$ cat src/rtl/addr_gen_pkg.sv
package addr_gen_pkg;
    typedef enum logic [2:0] {
        M_REG_IND   = 3'd0,
        M_DISP      = 3'd1,
        M_IDX_BASE  = 3'd2,
        M_MEM_IND   = 3'd3,
        M_POST_INC  = 3'd4,
        M_SCALED    = 3'd5
    } mode_e;

    typedef enum logic [1:0] {
        ST_IDLE  = 2'd0,
        ST_FETCH = 2'd1,
        ST_WAIT  = 2'd2
    } seq_state_e;
endpackage

$ cat src/rtl/ag_ea_calc.sv
module ag_ea_calc
    import addr_gen_pkg::*;
#(
    parameter int AW        = 32,
    parameter int DW        = 16,
    parameter int SHW       = 3,
    parameter int MAX_SHIFT = 5,
    parameter int STEP      = 4
) (
    input  logic [2:0]     mode,
    input  logic [AW-1:0]  base,
    input  logic [AW-1:0]  index,
    input  logic [DW-1:0]  disp,
    input  logic [SHW-1:0] shift,
    output logic [AW-1:0]  ea,
    output logic [AW-1:0]  wb_val,
    output logic           legal,
    output logic           indirect,
    output logic           post_inc
);
    localparam logic [SHW-1:0] MAX_SH  = SHW'(MAX_SHIFT);
    localparam logic [AW-1:0]  STEP_AW = AW'(STEP);

    logic [SHW-1:0] sh_eff;
    logic [AW-1:0]  disp_x;
    logic [AW-1:0]  stage [0:SHW];

    assign sh_eff   = (shift > MAX_SH) ? MAX_SH : shift;
    assign disp_x   = {{(AW-DW){disp[DW-1]}}, disp};
    assign stage[0] = index;

    // logarithmic shifter, one stage per shift bit
    genvar g;
    generate
        for (g = 0; g < SHW; g++) begin : g_shift
            assign stage[g+1] = sh_eff[g] ? (stage[g] << (1 << g)) : stage[g];
        end
    endgenerate

    always_comb begin
        ea       = base;
        legal    = 1'b1;
        indirect = 1'b0;
        post_inc = 1'b0;
        unique case (mode)
            M_REG_IND:  ea = base;
            M_DISP:     ea = base + disp_x;
            M_IDX_BASE: ea = base + index;
            M_MEM_IND:  begin ea = base; indirect = 1'b1; end
            M_POST_INC: begin ea = base; post_inc = 1'b1; end
            M_SCALED:   ea = base + stage[SHW] + disp_x;
            default:    legal = 1'b0;
        endcase
    end

    assign wb_val = base + STEP_AW;
endmodule

$ cat src/rtl/ag_seq.sv
module ag_seq
    import addr_gen_pkg::*;
#(
    parameter int AW = 32
) (
    input  logic          clk,
    input  logic          rst_n,
    input  logic          accept,
    input  logic          indirect,
    input  logic [AW-1:0] base,
    input  logic          mem_rd_valid,
    output logic          ready,
    output logic          mem_rd_en,
    output logic [AW-1:0] mem_rd_addr,
    output logic          ptr_done
);
    seq_state_e    state, state_nx;
    logic [AW-1:0] ptr_q;

    // state register
    always_ff @(posedge clk) begin
        if (!rst_n) begin
            state <= ST_IDLE;
            ptr_q <= '0;
        end else begin
            state <= state_nx;
            if (accept && indirect) ptr_q <= base;
        end
    end

    // next state and outputs
    always_comb begin
        state_nx  = state;
        ready     = 1'b0;
        mem_rd_en = 1'b0;
        ptr_done  = 1'b0;
        unique case (state)
            ST_IDLE: begin
                ready = 1'b1;
                if (accept && indirect) state_nx = ST_FETCH;
            end
            ST_FETCH: begin
                mem_rd_en = 1'b1;
                state_nx  = ST_WAIT;
            end
            ST_WAIT: begin
                if (mem_rd_valid) begin
                    ptr_done = 1'b1;
                    state_nx = ST_IDLE;
                end
            end
            default: state_nx = ST_IDLE;
        endcase
    end

    assign mem_rd_addr = ptr_q;

    AST_READ_ISSUED: assert property (@(posedge clk) disable iff (!rst_n)
        (accept && indirect) |=> (mem_rd_en && mem_rd_addr == $past(base)));
    AST_READ_SINGLE: assert property (@(posedge clk) disable iff (!rst_n)
        mem_rd_en |=> !mem_rd_en);
    AST_BUSY_BLOCKS: assert property (@(posedge clk) disable iff (!rst_n)
        (mem_rd_en || ptr_done) |-> !ready);
endmodule

$ cat src/rtl/addr_gen.sv
module addr_gen
    import addr_gen_pkg::*;
#(
    parameter int AW        = 32,
    parameter int DW        = 16,
    parameter int SHW       = 3,
    parameter int MAX_SHIFT = 5,
    parameter int STEP      = 4
) (
    input  logic           clk,
    input  logic           rst_n,
    input  logic           req_valid,
    output logic           req_ready,
    input  logic [2:0]     req_mode,
    input  logic [AW-1:0]  req_base,
    input  logic [AW-1:0]  req_index,
    input  logic [DW-1:0]  req_disp,
    input  logic [SHW-1:0] req_shift,
    output logic           mem_rd_en,
    output logic [AW-1:0]  mem_rd_addr,
    input  logic           mem_rd_valid,
    input  logic [AW-1:0]  mem_rd_data,
    output logic           res_valid,
    output logic [AW-1:0]  res_addr,
    output logic           wb_valid,
    output logic [AW-1:0]  wb_data,
    output logic           err_illegal
);
    logic [AW-1:0] ea, wb_val;
    logic          legal, indirect, post_inc;
    logic          accept, ptr_done;

    ag_ea_calc #(.AW(AW), .DW(DW), .SHW(SHW), .MAX_SHIFT(MAX_SHIFT), .STEP(STEP)) u_calc (
        .mode(req_mode), .base(req_base), .index(req_index), .disp(req_disp),
        .shift(req_shift), .ea(ea), .wb_val(wb_val), .legal(legal),
        .indirect(indirect), .post_inc(post_inc)
    );

    assign accept = req_valid && req_ready;

    ag_seq #(.AW(AW)) u_seq (
        .clk(clk), .rst_n(rst_n), .accept(accept), .indirect(indirect && legal),
        .base(req_base), .mem_rd_valid(mem_rd_valid), .ready(req_ready),
        .mem_rd_en(mem_rd_en), .mem_rd_addr(mem_rd_addr), .ptr_done(ptr_done)
    );

    always_ff @(posedge clk) begin
        if (!rst_n) begin
            res_valid   <= 1'b0;
            res_addr    <= '0;
            wb_valid    <= 1'b0;
            wb_data     <= '0;
            err_illegal <= 1'b0;
        end else begin
            res_valid   <= ptr_done || (accept && legal && !indirect);
            wb_valid    <= accept && post_inc;
            err_illegal <= accept && !legal;
            if (ptr_done)    res_addr <= mem_rd_data;
            else if (accept) res_addr <= ea;
            if (accept && post_inc) wb_data <= wb_val;
        end
    end

    AST_DIRECT_LATENCY: assert property (@(posedge clk) disable iff (!rst_n)
        (accept && legal && !indirect) |=> res_valid);
    AST_ILLEGAL_QUIET: assert property (@(posedge clk) disable iff (!rst_n)
        err_illegal |-> (!res_valid && !wb_valid));
    AST_WB_PAIRING: assert property (@(posedge clk) disable iff (!rst_n)
        wb_valid |-> (res_valid && wb_data == res_addr + AW'(STEP)));
    AST_PTR_RESULT: assert property (@(posedge clk) disable iff (!rst_n)
        ptr_done |=> (res_valid && res_addr == $past(mem_rd_data)));
endmodule

$ cat config.mk
export PLATFORM = sky130hd
export DESIGN_NAME = addr_gen
export DESIGN_NICKNAME = d
export VERILOG_FILES = /design/src/rtl/addr_gen_pkg.sv /design/src/rtl/ag_ea_calc.sv /design/src/rtl/ag_seq.sv /design/src/rtl/addr_gen.sv
export SDC_FILE = /design/constraint.sdc
export NUM_CORES = 1
export LEC_CHECK = 0
export BUFFER_PORTS_ARGS = -buffer_cell sky130_fd_sc_hd__buf_2
export CAP_MARGIN = 5
export CORE_MARGIN = 2
export CORE_UTILIZATION = 56
export DETAILED_ROUTE_END_ITERATION = 10
export GPL_ROUTABILITY_DRIVEN = 0
export MAX_ROUTING_LAYER = met4
export PLACE_DENSITY_LB_ADDON = 0.3
export SLEW_MARGIN = 10
export SYNTH_ARGS = -nofsm -noshare
export SYNTH_HDL_FRONTEND = slang
export SYNTH_SLANG_ARGS = --single-unit
$ cat constraint.sdc
create_clock -name clk -period 4.8 [get_ports clk]
set_input_delay 0.24 -clock clk [delete_from_list [all_inputs] [get_ports clk]]
set_output_delay 0.24 -clock clk [all_outputs]
set_load 0.01 [all_outputs]
---- After elaboration in Yosys (flattened, before gate mapping) ----
Index checks and enable logic that the tools add are counted.
word-level totals
  flip-flop bits (word level) ............. 101
  input bits .............................. 122
  output and inout port bits .............. 101
  word-level logic and storage cells ...... 54
cells by class
  add/sub/neg operators ................... 5
  magnitude comparators ................... 1
  equality and inequality tests ........... 9
  multiplexer cells ....................... 17
  reduce and logical (&&, ||, !) cells .... 15
operators by type and width
  kind                                                             number
  32-bit two-way mux                                               5
  32-bit adder                                                     4
  32-bit one-hot mux with 3 select lines                           1
  32-bit by 3-bit adder with 32-bit output, second input constant  1
  1-bit logical AND                                                7
  1-bit two-way mux                                                7
  3-bit by 2-bit == test with 1-bit output, second input constant  2
  3-bit == test, second input constant                             2
  2-bit one-hot mux with 3 select lines                            1
  6-bit OR reduction                                               1
  2-bit two-way mux                                                2
  3-bit by 1-bit == test with 1-bit output, second input constant  1
  3-bit greater-than comparator, second input constant             1
  3-bit logical NOT                                                1
  3-bit two-way mux                                                1
  2-bit by 1-bit == test with 1-bit output, second input constant  1
  2-bit == test, second input constant                             1
  1-bit logical NOT                                                2
  2-bit logical NOT                                                1
  2-bit by 1-bit != test with 1-bit output, second input constant  1
  2-bit != test, second input constant                             1
  2-bit AND reduction                                              1
  2-bit nonzero test                                               1
  1-bit logical OR                                                 1

---- Longest topological paths before layout ----
  word-level depth ........................ 10
  mapped depth ............................ 20
  gate-level depth less buffers ........... 16

---- By module ----
A second synthesis with hierarchy kept.
second synthesis, totals
  cells, all modules ...................... 1,359
  area total of the unflattened synthesis .. 10,965.5 µm²
by module, submodules not included
  module      times used  cells an instance  area an instance (µm²)  sequential area each (µm²)
  ag_ea_calc  1           870                6,329.8                 0.0
  addr_gen    1           334                3,166.8                 1,341.3
  ag_seq      1           155                1,468.9                 680.7

---- Worst setup path before layout ----
No wires, ideal clock.
  path type ............................... input to register
  start point ............................. input port req_shift[2]
  end point ............................... register res_addr[23]
  setup time .............................. 0.070 ns
  arrival time ............................ 4.278 ns
  data required time ...................... 4.730 ns
  path slack .............................. 0.452 ns
  cell stages on the path ................. 18
  buffers on the path ..................... 3
  path through ............................ clkbuf_1 -> a21oi_1 -> buf_2 -> buf_2 -> mux2i_1 -> nor3_1 -> fa_1 -> ha_1 -> fa_1 -> a211oi_1 -> o21ai_1 -> and3_1 -> o41ai_1 -> o21ai_1 -> a41oi_1 -> xnor2_1 -> a21oi_1 -> a21oi_1
on the way
  word-level cells in the longest chain between the ends .. 10
RTL lines
  element                                     RTL line          text
  from (decl)                                 addr_gen.sv:18    input logic [SHW-1:0] req_shift,
  3-bit greater-than comparator               ag_ea_calc.sv:28  assign sh_eff = (shift > MAX_SH) ? MAX_SH : shift;
  3-bit two-way mux (*)                       ag_ea_calc.sv:28
  32-bit two-way mux (2 in series)            ag_ea_calc.sv:36  assign stage[g+1] = sh_eff[g] ? (stage[g] << (1 << g)) : stage[g];
  32-bit two-way mux (*)                      ag_ea_calc.sv:36
  32-bit adder (*) (2 in series)              ag_ea_calc.sv:51  M_SCALED: ea = base + stage[SHW] + disp_x;
  32-bit one-hot mux with 3 select lines (*)  ag_ea_calc.sv:45  unique case (mode)
  32-bit two-way mux (*)                      addr_gen.sv:59    else if (accept) res_addr <= ea;
  32-bit two-way mux (*)                      addr_gen.sv:58    if (ptr_done) res_addr <= mem_rd_data;
  to (signal assigned)                        addr_gen.sv:58
  to (decl)                                   addr_gen.sv:24    output logic [AW-1:0] res_addr,
Every way passes the cells marked *; elsewhere a longest branch is shown, timed or not. The select of a mux whose other input is x is not followed.
A chain may end at the register's enable or synchronous reset.

---- Final worst setup path ----
  start point ............................. input port req_shift[2]
  end point ............................... register res_addr[24]
The elaborated chain is that of the path after synthesis.

==> flow_summary.json <==
{
  "clock-sinks": 101,
  "syn-instance-count": 1303,
  "finalSetupViolCount": 0,
  "tritoncts.num_buffers": 9,
  "final_max_slew_viol_count": 0,
  "routed_wl_mm": 33.2,
  "powerDensity_mw_per_mm2": 274,
  "yosysSeqAreaShare": 0.199,
  "ys_types": 69,
  "final_nets": 1687,
  "p_total_mw": 3.21,
  "total_leakage_power_nw": 5.41,
  "rsz0062_at_grt": "false",
  "tightest_slew_ns": 0.940,
  "drc": 0,
  "finalCritPeriodShare": 0.918,
  "fin_area_mm2": 0.0117,
  "io_pins": 223,
  "status": "completed",
  "ys_ff_latch": 101,
  "synth_top_family_by_area": "compound AO/OA/AOI/OAI gates",
  "grt_pass1_wl_mm": 53.0,
  "yosysWarningCount": 0,
  "slew_headroom": 0.373,
  "fin_skew_ns": 0.00964,
  "grt_max_degree": 57,
  "critPathCaptureType": "register",
  "num-fill-cells": 1611,
  "grt_pass1_vias": 10200,
  "dpl.hpwl_mm": 26.2,
  "hold_depth": 3,
  "ant_nets": 0,
  "r2r-end": "wb_data[24]",
  "max_clock_freq_mhz": 227,
  "arrival_ns": 4.63,
  "viasPerCell": 6.32,
  "r2r-start": "u_seq.state[1]",
  "area_delta_synth_final_pct": 15.0,
  "synth.area.top_cells": "dfxtp_1, ha_1, nand2_1, fa_1, a21oi_1",
  "syn_area_per_cell_um2": 7.79,
  "crit_path_max_fanout": 26,
  "synth_ff_type": "dfxtp_1",
  "finalCriticalPeriod_ns": 4.41,
  "drtIter0Drc": 850,
  "hold_viol_final": 0,
  "ir_drop_mv": 0.215,
  "holdWs_ns": 0.133,
  "drive_gt1_frac": 0.193,
  "die_area_mm2": 0.0192,
  "synth.area.mux_share": 0.0801,
  "synth_commonest_cells": "nand2_1, a21oi_1, dfxtp_1",
  "track_usage": 0.347,
  "netlist_area_mm2": 0.0102,
  "synth.most_common_cell": "nand2_1",
  "synth-xor-area-share": 0.0578,
  "min_to": "res_addr[9]",
  "hp-class": "input pin to register",
  "synth_edf_count": 0,
  "numPortBuffers": 222,
  "dr.pass1.iters": 5,
  "finalSetupTns_ns": 0,
  "initial_core_util": 0.567,
  "maxCapViolCount": 0,
  "crit_path_start_kind": "input pin",
  "reg2reg_depth": 5,
  "r2r_setup_slack_ns": 2.24,
  "synth-simple-area-share": 0.189,
  "path_clk_slew_ns": 0.08,
  "placed_area_mm2": 0.0114,
  "antenna_found_initial": 5,
  "grt-ovfl-total": 0,
  "avgRoutedWirePerCell_um": 19.4,
  "root_buffer": "clkbuf_16",
  "htreeDepth": 3,
  "crit_type": "input pin to register",
  "clk_path_buf_depth": 2,
  "die_h_um": 139,
  "synth_fp_nets": 1520,
  "num_rows": 49,
  "cp_data_required_time_ns": 5.02,
  "coreArea_mm2": 0.0179,
  "yosysTopAreaCell": "dfxtp_1",
  "hp-start": "mem_rd_data[9]",
  "synthArstFlopShare": 0,
  "yosysTopAreaCellShare": 0.199,
  "vias": 10800,
  "synthAdderAreaFrac": 0.141,
  "fp.dieW_um": 139,
  "cts_tree": "built",
  "insertion_delay_ns": 0.34,
  "synth_compound_area_frac": 0.292
}
cells by family (layout without fill, tap and decap cells):
family / Yosys count / in the layout
muxes: 79 / 79
other: 0 / 5
DFF: 101 / 101
xor gates and xnor gates: 67 / 67
and+or+nand+nor: 416 / 416
AOI/OAI and AO/OA: 440 / 440
buffers and inverters: 105 / 277
adders and majority gates: 95 / 95
critical path: stages:
cell and delay, ns:
buf_2 0.16, a21oi_4 0.23, buf_4 0.42, mux2i_1 0.21, mux2i_1 0.19, nor2_1 0.05, a21oi_1 0.24, fa_1 0.48
ha_1 0.40, nand2_1 0.16, nor4_1 0.35, o311ai_1 0.16, and2_1 0.24, a21oi_1 0.21, a211oi_1 0.12, xnor2_1 0.16
a221oi_1 0.49, nor2_1 0.09
through the flow:
| stage | util | cells | setup WS (ns) |
|---|---|---|---|
| after floorplan | - | 1303 | 0.452 |
| after global placement | 0.636 | 1688 | 0.167 |
| after detailed placement | 0.636 | 1688 | 0.0302 |
| after CTS | 0.652 | 1704 | 0.361 |
| after global routing | 0.653 | 1709 | 0.0565 |
| final | 0.653 | 1709 | 0.392 |
cell usage in the layout, fill, tap and decap left out, drive strengths merged, types with 17 or more instances in the layout:
master	instances
a211oi	18
nor2	84
ha	62
a21o	41
nor3	18
xnor2	35
fa	33
inv	24
and3	17
mux2	18
dfxtp	101
nand2	178
buf	238
a21oi	131
xor2	32
o211a	26
a21boi	40
o21ai	64
a221oi	20
nand3	35
mux2i	61
power breakdown:
part           total [mW]  switching [mW]  internal (mW)
Combinational        1.61           0.964          0.648
Clock               0.689           0.320          0.369
Sequential          0.905          0.0255          0.880
Total                3.21            1.31           1.90
per-layer routing:
layer,track usage,vias up,share of wire
met2,0.571,534,0.47
li1,-,5122,-
met5,-,-,0
met4,0.187,0,0.062
met1,0.415,5009,0.40
met3,0.0428,130,0.069
state kept, by name (all words and copies together), names as in the netlist:
signal             count
u_seq.state            2
err_illegal            1
wb_data               32
res_valid              1
res_addr              32
wb_valid               1
u_seq.mem_rd_addr     32
worst max path at each step:
stage,startpoint,endpoint,depth (start not counted)
6_report,req_shift[2],res_addr[24],18
2_1_floorplan,req_shift[2],res_addr[23],18
5_1_grt,req_shift[2],res_addr[19],17
3_3_place_gp,req_shift[2],res_addr[30],18
4_1_cts,req_shift[2],res_addr[30],18
3_5_place_dp,req_shift[2],res_addr[30],18
what timing repair did:
| action | 4_1_cts | 5_1_grt |
|---|---|---|
| resized for setup | 0 | 1 |
| setup endpoints to repair | 0 | 1 |
| buffers inserted | 0 | 0 |
| hold endpoints to repair | 0 | 0 |
| hold buffers | 0 | 0 |
layout make-up:
class	instances	area, µm²	share of cell area
multi-input combinational	1097	7750	0.664
sequential	101	2020	0.173
timing repair buffer	238	1240	0.106
tap	229	287	0.0245
clock buffer	12	246	0.0211
inverter	23	86.3	0.00739
clock inverter	4	32.5	0.00278
antenna	5	12.5	0.00107
(Power assumes the default switching activity.)
